## config.mk

```make
export PLATFORM = sky130hd
export DESIGN_NAME = ctrl_decoder
export DESIGN_NICKNAME = d
export VERILOG_FILES = /design/src/rtl/ctrl_pkg.sv /design/src/rtl/instr_classify.sv /design/src/rtl/ctrl_field_gen.sv /design/src/rtl/ctrl_decoder.sv
export SDC_FILE = /design/constraint.sdc
export NUM_CORES = 1
export LEC_CHECK = 0
export BUFFER_PORTS_ARGS = -buffer_cell sky130_fd_sc_hd__buf_2
export CAP_MARGIN = 5
export CELL_PAD_IN_SITES_DETAIL_PLACEMENT = 2
export CELL_PAD_IN_SITES_GLOBAL_PLACEMENT = 2
export CORE_ASPECT_RATIO = 0.6
export CORE_UTILIZATION = 27
export DETAILED_ROUTE_END_ITERATION = 8
export GPL_TIMING_DRIVEN = 0
export PLACE_DENSITY = 0.91
export SLEW_MARGIN = 40
export SYNTH_ARGS = -nofsm -noshare
export SYNTH_HDL_FRONTEND = slang
export SYNTH_SLANG_ARGS = --single-unit
```

## constraint.sdc

```tcl
create_clock -name vclk -period 3
set_input_delay 0 -clock vclk [all_inputs]
set_output_delay 0 -clock vclk [all_outputs]
set_load 0.005 [all_outputs]
```

## src/rtl/ctrl_pkg.sv

```systemverilog
// Package: shared field widths, instruction codes and control types for the
// instruction control decoder. Assumes a 6-bit opcode and 6-bit function code.
package ctrl_pkg;

    localparam int OPC_W = 6;
    localparam int FNC_W = 6;
    localparam int SEL_W = 2;

    // primary opcodes
    localparam logic [OPC_W-1:0] OPC_SPECIAL = 6'b000000;
    localparam logic [OPC_W-1:0] OPC_BLTZ    = 6'b000001;
    localparam logic [OPC_W-1:0] OPC_J       = 6'b000010;
    localparam logic [OPC_W-1:0] OPC_BEQ     = 6'b000100;
    localparam logic [OPC_W-1:0] OPC_BNE     = 6'b000101;
    localparam logic [OPC_W-1:0] OPC_ADDI    = 6'b001000;
    localparam logic [OPC_W-1:0] OPC_SLTI    = 6'b001010;
    localparam logic [OPC_W-1:0] OPC_ANDI    = 6'b001100;
    localparam logic [OPC_W-1:0] OPC_ORI     = 6'b001101;
    localparam logic [OPC_W-1:0] OPC_XORI    = 6'b001110;
    localparam logic [OPC_W-1:0] OPC_LUI     = 6'b001111;
    localparam logic [OPC_W-1:0] OPC_LW      = 6'b100011;
    localparam logic [OPC_W-1:0] OPC_SW      = 6'b101011;

    // function codes under OPC_SPECIAL
    localparam logic [FNC_W-1:0] FNC_JR  = 6'b001000;
    localparam logic [FNC_W-1:0] FNC_ADD = 6'b100000;
    localparam logic [FNC_W-1:0] FNC_SUB = 6'b100010;
    localparam logic [FNC_W-1:0] FNC_AND = 6'b100100;
    localparam logic [FNC_W-1:0] FNC_OR  = 6'b100101;
    localparam logic [FNC_W-1:0] FNC_XOR = 6'b100110;
    localparam logic [FNC_W-1:0] FNC_NOR = 6'b100111;
    localparam logic [FNC_W-1:0] FNC_SLT = 6'b101010;

    typedef enum logic [4:0] {
        K_BAD,
        K_ADD, K_SUB, K_SLT,
        K_AND, K_OR, K_XOR, K_NOR,
        K_ADDI, K_SLTI, K_LUI,
        K_ANDI, K_ORI, K_XORI,
        K_LW, K_SW,
        K_BEQ, K_BNE, K_BLTZ,
        K_J, K_JR
    } instr_kind_e;

    typedef enum logic [SEL_W-1:0] {LOP_AND = 2'b00, LOP_OR = 2'b01, LOP_XOR = 2'b10, LOP_NOR = 2'b11} logic_op_e;
    typedef enum logic [SEL_W-1:0] {RES_LUI = 2'b00, RES_SLT = 2'b01, RES_ARITH = 2'b10, RES_LOGIC = 2'b11} res_sel_e;
    typedef enum logic [SEL_W-1:0] {BR_NONE = 2'b00, BR_EQ = 2'b01, BR_NE = 2'b10, BR_LTZ = 2'b11} br_kind_e;
    typedef enum logic [SEL_W-1:0] {PC_SEQ = 2'b00, PC_JUMP = 2'b01, PC_JREG = 2'b10, PC_RSVD = 2'b11} pc_mode_e;

    typedef struct packed {
        logic      wr_reg;
        logic      dst_rd;
        logic      wb_alu;
        logic      b_imm;
        logic      alu_sub;
        logic      wr_mem;
        logic_op_e logic_op;
        res_sel_e  res_sel;
        br_kind_e  br_kind;
        pc_mode_e  pc_mode;
    } ctrl_word_t;

endpackage

```

## src/rtl/instr_classify.sv

```systemverilog
// Module: instr_classify
// Maps an opcode/function pair onto one instruction kind. Assumes the
// function code is meaningful only under the special opcode; anything not
// recognised yields K_BAD. Purely combinational.
module instr_classify
    import ctrl_pkg::*;
(
    input  logic [OPC_W-1:0] op_i,
    input  logic [FNC_W-1:0] fn_i,
    output instr_kind_e      kind_o
);

    instr_kind_e special_kind;

    // Purpose: name the register-format instruction from the function code.
    always_comb begin
        case (fn_i)
            FNC_ADD: special_kind = K_ADD;
            FNC_SUB: special_kind = K_SUB;
            FNC_SLT: special_kind = K_SLT;
            FNC_AND: special_kind = K_AND;
            FNC_OR:  special_kind = K_OR;
            FNC_XOR: special_kind = K_XOR;
            FNC_NOR: special_kind = K_NOR;
            FNC_JR:  special_kind = K_JR;
            default: special_kind = K_BAD;
        endcase
    end

    // Purpose: name the instruction from the opcode, deferring to the function code for the special opcode.
    always_comb begin
        case (op_i)
            OPC_SPECIAL: kind_o = special_kind;
            OPC_ADDI:    kind_o = K_ADDI;
            OPC_SLTI:    kind_o = K_SLTI;
            OPC_LUI:     kind_o = K_LUI;
            OPC_ANDI:    kind_o = K_ANDI;
            OPC_ORI:     kind_o = K_ORI;
            OPC_XORI:    kind_o = K_XORI;
            OPC_LW:      kind_o = K_LW;
            OPC_SW:      kind_o = K_SW;
            OPC_BEQ:     kind_o = K_BEQ;
            OPC_BNE:     kind_o = K_BNE;
            OPC_BLTZ:    kind_o = K_BLTZ;
            OPC_J:       kind_o = K_J;
            default:     kind_o = K_BAD;
        endcase
    end

endmodule

```

## src/rtl/ctrl_field_gen.sv

```systemverilog
// Module: ctrl_field_gen
// Produces the control word for one instruction kind. Assumes K_BAD and
// every don't-care field resolve to zero, which is the safe no-effect pattern.
module ctrl_field_gen
    import ctrl_pkg::*;
(
    input  instr_kind_e kind_i,
    output ctrl_word_t  ctrl_o
);

    // Purpose: assemble every control field for the decoded kind, starting from the all-zero word.
    always_comb begin
        ctrl_o = '0;
        case (kind_i)
            K_ADD, K_SUB, K_SLT, K_AND, K_OR, K_XOR, K_NOR: begin
                ctrl_o.wr_reg = 1'b1;
                ctrl_o.dst_rd = 1'b1;
                ctrl_o.wb_alu = 1'b1;
            end
            K_ADDI, K_SLTI, K_LUI, K_ANDI, K_ORI, K_XORI: begin
                ctrl_o.wr_reg = 1'b1;
                ctrl_o.wb_alu = 1'b1;
                ctrl_o.b_imm  = 1'b1;
            end
            K_LW: begin
                ctrl_o.wr_reg = 1'b1;
                ctrl_o.b_imm  = 1'b1;
            end
            K_SW: begin
                ctrl_o.wr_mem = 1'b1;
                ctrl_o.b_imm  = 1'b1;
            end
            default: ctrl_o.wr_reg = 1'b0;
        endcase

        case (kind_i)
            K_SUB, K_SLT, K_SLTI: ctrl_o.alu_sub = 1'b1;
            default:              ctrl_o.alu_sub = 1'b0;
        endcase

        case (kind_i)
            K_OR,  K_ORI:  ctrl_o.logic_op = LOP_OR;
            K_XOR, K_XORI: ctrl_o.logic_op = LOP_XOR;
            K_NOR:         ctrl_o.logic_op = LOP_NOR;
            default:       ctrl_o.logic_op = LOP_AND;
        endcase

        case (kind_i)
            K_ADD, K_SUB, K_ADDI, K_LW, K_SW:           ctrl_o.res_sel = RES_ARITH;
            K_SLT, K_SLTI:                              ctrl_o.res_sel = RES_SLT;
            K_AND, K_OR, K_XOR, K_NOR,
            K_ANDI, K_ORI, K_XORI:                      ctrl_o.res_sel = RES_LOGIC;
            default:                                    ctrl_o.res_sel = RES_LUI;
        endcase

        case (kind_i)
            K_BEQ:   ctrl_o.br_kind = BR_EQ;
            K_BNE:   ctrl_o.br_kind = BR_NE;
            K_BLTZ:  ctrl_o.br_kind = BR_LTZ;
            default: ctrl_o.br_kind = BR_NONE;
        endcase

        case (kind_i)
            K_J:     ctrl_o.pc_mode = PC_JUMP;
            K_JR:    ctrl_o.pc_mode = PC_JREG;
            default: ctrl_o.pc_mode = PC_SEQ;
        endcase
    end

endmodule

```

## src/rtl/ctrl_decoder.sv

```systemverilog
// Module: ctrl_decoder (top)
// Combinational instruction control decoder: classifies the instruction,
// then expands the kind into ten control outputs. Holds no state; outputs
// are valid once the inputs settle within the cycle.
module ctrl_decoder
    import ctrl_pkg::*;
(
    input  logic [OPC_W-1:0] op_code,
    input  logic [FNC_W-1:0] fn_code,
    output logic             wr_reg,
    output logic             dst_rd,
    output logic             wb_alu,
    output logic             b_imm,
    output logic             alu_sub,
    output logic             wr_mem,
    output logic [SEL_W-1:0] logic_op,
    output logic [SEL_W-1:0] res_sel,
    output logic [SEL_W-1:0] br_kind,
    output logic [SEL_W-1:0] pc_mode
);

    instr_kind_e kind;
    ctrl_word_t  ctrl;

    instr_classify u_classify (
        .op_i   (op_code),
        .fn_i   (fn_code),
        .kind_o (kind)
    );

    ctrl_field_gen u_fields (
        .kind_i (kind),
        .ctrl_o (ctrl)
    );

    // Purpose: fan the control word out onto the named ports.
    always_comb begin
        wr_reg   = ctrl.wr_reg;
        dst_rd   = ctrl.dst_rd;
        wb_alu   = ctrl.wb_alu;
        b_imm    = ctrl.b_imm;
        alu_sub  = ctrl.alu_sub;
        wr_mem   = ctrl.wr_mem;
        logic_op = ctrl.logic_op;
        res_sel  = ctrl.res_sel;
        br_kind  = ctrl.br_kind;
        pc_mode  = ctrl.pc_mode;
    end

endmodule

```

==> impl_metrics.csv <==
group,metric,value,unit
status,outcome,"finished clean",
finish,nFlopsAndLatches,0,
finish,finish.utilization,36.01,%
floorplan,die_w,64.76,µm
finish,layout.clock_buffers,0,
worst_setup_path,setup.worst_path.end_class,"output port",
timing,report.final.slew_viol_count,0,
power,vdd_drop_max,0.00003533,V
worst_setup_path,cp.arrival,2790,ps
clock_tree,post_cts_resized,0,
grt,grt.overflow.total,0,
timing,setup_ws,208.0,ps
clock_tree,post_cts_setup_buffer_count,0,
finish,commonest_non_fill_non_tap_cell_in_the_layout,"sky130_fd_sc_hd__buf_2",
timing,finalHoldViolations,0,
place,dpl.hpwl,1.943,mm
detailed_routing,wirelength,2.238,mm
detailed_routing,vias_per_cell,5.336,
yosys,post_synthesis_cell_count,90,
detailed_routing,highest_layer,"met3",
power,p_leak,0.0003830,µW
floorplan,die_h,39.66,µm
timing,worst_pin_slew,558.7,ps
detailed_routing,ant_nets,0,
clock_tree,cts.hold.buffers_added,0,
floorplan,core.rowCount,13,
grt,vias_in_the_first_global_route,706,
yosys,count_of_warnings_emitted_by_yosys,0,
timing,slew_headroom,62.47,%
detailed_routing,detail_route.first_pass.iterations,4,
detailed_routing,detailroute.wirelength.met2,1.070,mm
run,max-cap-violations,0,
timing,clock.fmax,358.2,MHz
detailed_routing,drt_iter0_drc,20,
finish,post_route_cells_drive_above_1_share,36.28,%
timing,final_min_period_over_clock_period,93.07,%
worst_setup_path,worst_ep_required_time,3000,ps
place,detailed_place.area,790.8,µm²
yosys,synth_area_per_cell,7.090,µm²
timing,timing.setup.tns,0,ps
detailed_routing,routed_len_inst,15.65,µm
detailed_routing,drc_errors,0,
floorplan,floorplan.initialDensity,29.06,%
detailed_routing,detailroute.via_count,763,
yosys,synth_nets,106,
yosys,post_synth_instance_area,638.1,µm²
worst_setup_path,timing.setup.critical_path_class,"primary input to output port",
finish,seqCellArea,0,µm²
yosys,number_of_unique_standard_cell_types_used_by_synthesis,45,
finish,nets_finish,131,
finish,growth_of_design_area_from_synthesis_to_finish,23.92,%
worst_setup_path,critPathLaunchType,"primary input",
timing,unrepaired_setup_endpoints_after_global_routing,"no",
detailed_routing,route.layer.met1.wl,1.089,mm
worst_setup_path,maximum_fanout_along_the_worst_path,7,
floorplan,core_area,0.002196,mm²
grt,groute.usage.overall,18.41,%
finish,fin_area,790.8,µm²
grt,antenna_found_initial,0,
worst_hold_path,hold-path-cell-count,4,
grt,grt_pass1_wl,3.519,mm
place,numPortBuffers,23,
place,gp_routability_congestion,0.7614,
power,power_density,124.5,mW/mm²
timing,setup_viol_count_final,0,
floorplan,io-pin-count,26,
worst_hold_path,timing.hold.worst.class,"primary input to output port",
timing,final_period_minus_worst_setup_slack,2792,ps
yosys,ys_seq_area_share,0,%
finish,most-common-layout-cells,"sky130_fd_sc_hd__buf_2 (23), sky130_fd_sc_hd__nor2_1 (15), sky130_fd_sc_hd__a21oi_1 (7), sky130_fd_sc_hd__nand2_1 (5)",
floorplan,die_area,0.002568,mm²
finish,diodes,0,
detailed_routing,wl_met3,78,µm
grt,largest_net_degree_at_the_start_of_global_routing,11,
place,pre_cts_ws,203.7,ps
## worst paths after layout
path                    endpoint  slack, ps        from
worst max-delay path      wb_alu        210  op_code[5]
worst min-delay path  res_sel[0]        440  op_code[4]
## critical path, cell delays in order
cell                        delay [ps]
sky130_fd_sc_hd__buf_2             130
sky130_fd_sc_hd__or3_4             380
sky130_fd_sc_hd__buf_6             140
sky130_fd_sc_hd__nor3b_4           200
sky130_fd_sc_hd__o2111ai_1         250
sky130_fd_sc_hd__o21a_1            200
sky130_fd_sc_hd__ha_1              280
sky130_fd_sc_hd__or3_1             450
sky130_fd_sc_hd__nor2_1            260
sky130_fd_sc_hd__nor4_4             90
sky130_fd_sc_hd__a211o_1           270
sky130_fd_sc_hd__buf_2             120
## Yosys cell counts, types with 2 or more instances
cell type	n	share of area, %
sky130_fd_sc_hd__nor3_1	3	2.4
sky130_fd_sc_hd__and2_4	2	2.7
sky130_fd_sc_hd__o22ai_1	2	2.0
sky130_fd_sc_hd__inv_1	4	2.4
sky130_fd_sc_hd__buf_6	3	5.3
sky130_fd_sc_hd__nor2b_1	2	2.0
sky130_fd_sc_hd__and2_1	2	2.0
sky130_fd_sc_hd__o21ai_0	3	2.4
sky130_fd_sc_hd__a21oi_1	7	5.5
sky130_fd_sc_hd__ha_1	4	7.8
sky130_fd_sc_hd__o21ai_1	2	1.6
sky130_fd_sc_hd__buf_4	2	2.4
sky130_fd_sc_hd__nor2_1	15	8.8
sky130_fd_sc_hd__nand2_1	5	2.9
sky130_fd_sc_hd__a22o_1	2	2.7
sky130_fd_sc_hd__o22a_2	2	3.1
sky130_fd_sc_hd__nand2b_1	2	2.0
## cells by family (layout without fill, tap and decap cells)
kind of cell	after synthesis	after routing	share of synthesized area (%)
buffers and inverters	9	32	9.998
adders and majority gates	4	4	7.843
muxes	1	1	1.569
and+or+nand+nor	44	44	42.55
xor gates and xnor gates	2	2	2.746
AOI/OAI and AO/OA	30	30	35.30
## area by class of cell
class | count | area (µm²)
fillers | 276 | 1405
multi-input cells | 81 | 574.3
repair buffers | 23 | 115.1
plain buffers | 5 | 48.80
well taps | 30 | 37.54
inverters | 4 | 15.01
## through the flow
step                total power [µW]  std cells  hold WS [ps]
floorplan                      66.18         90         275.4
global placement               93.11        143         436.7
detailed placement             99.35        143         433.7
CTS                            99.73        143         432.9
global route                   109.3        143         475.5
finish                         98.46        143         441.7
## routing by layer
layer  vias to the layer above  GRT usage (%)
met5                         -              0
met4                         0              0
met3                         0              0
met2                        15          35.94
met1                       368          24.50
li1                        380              -
## power breakdown
part | switching (µW) | internal (µW)
clock | 0 | 0
sequential | 0 | 0
combinational | 54.2 | 44.2
total | 54.2 | 44.2
Note: power is estimated with default switching activity, not from simulation.
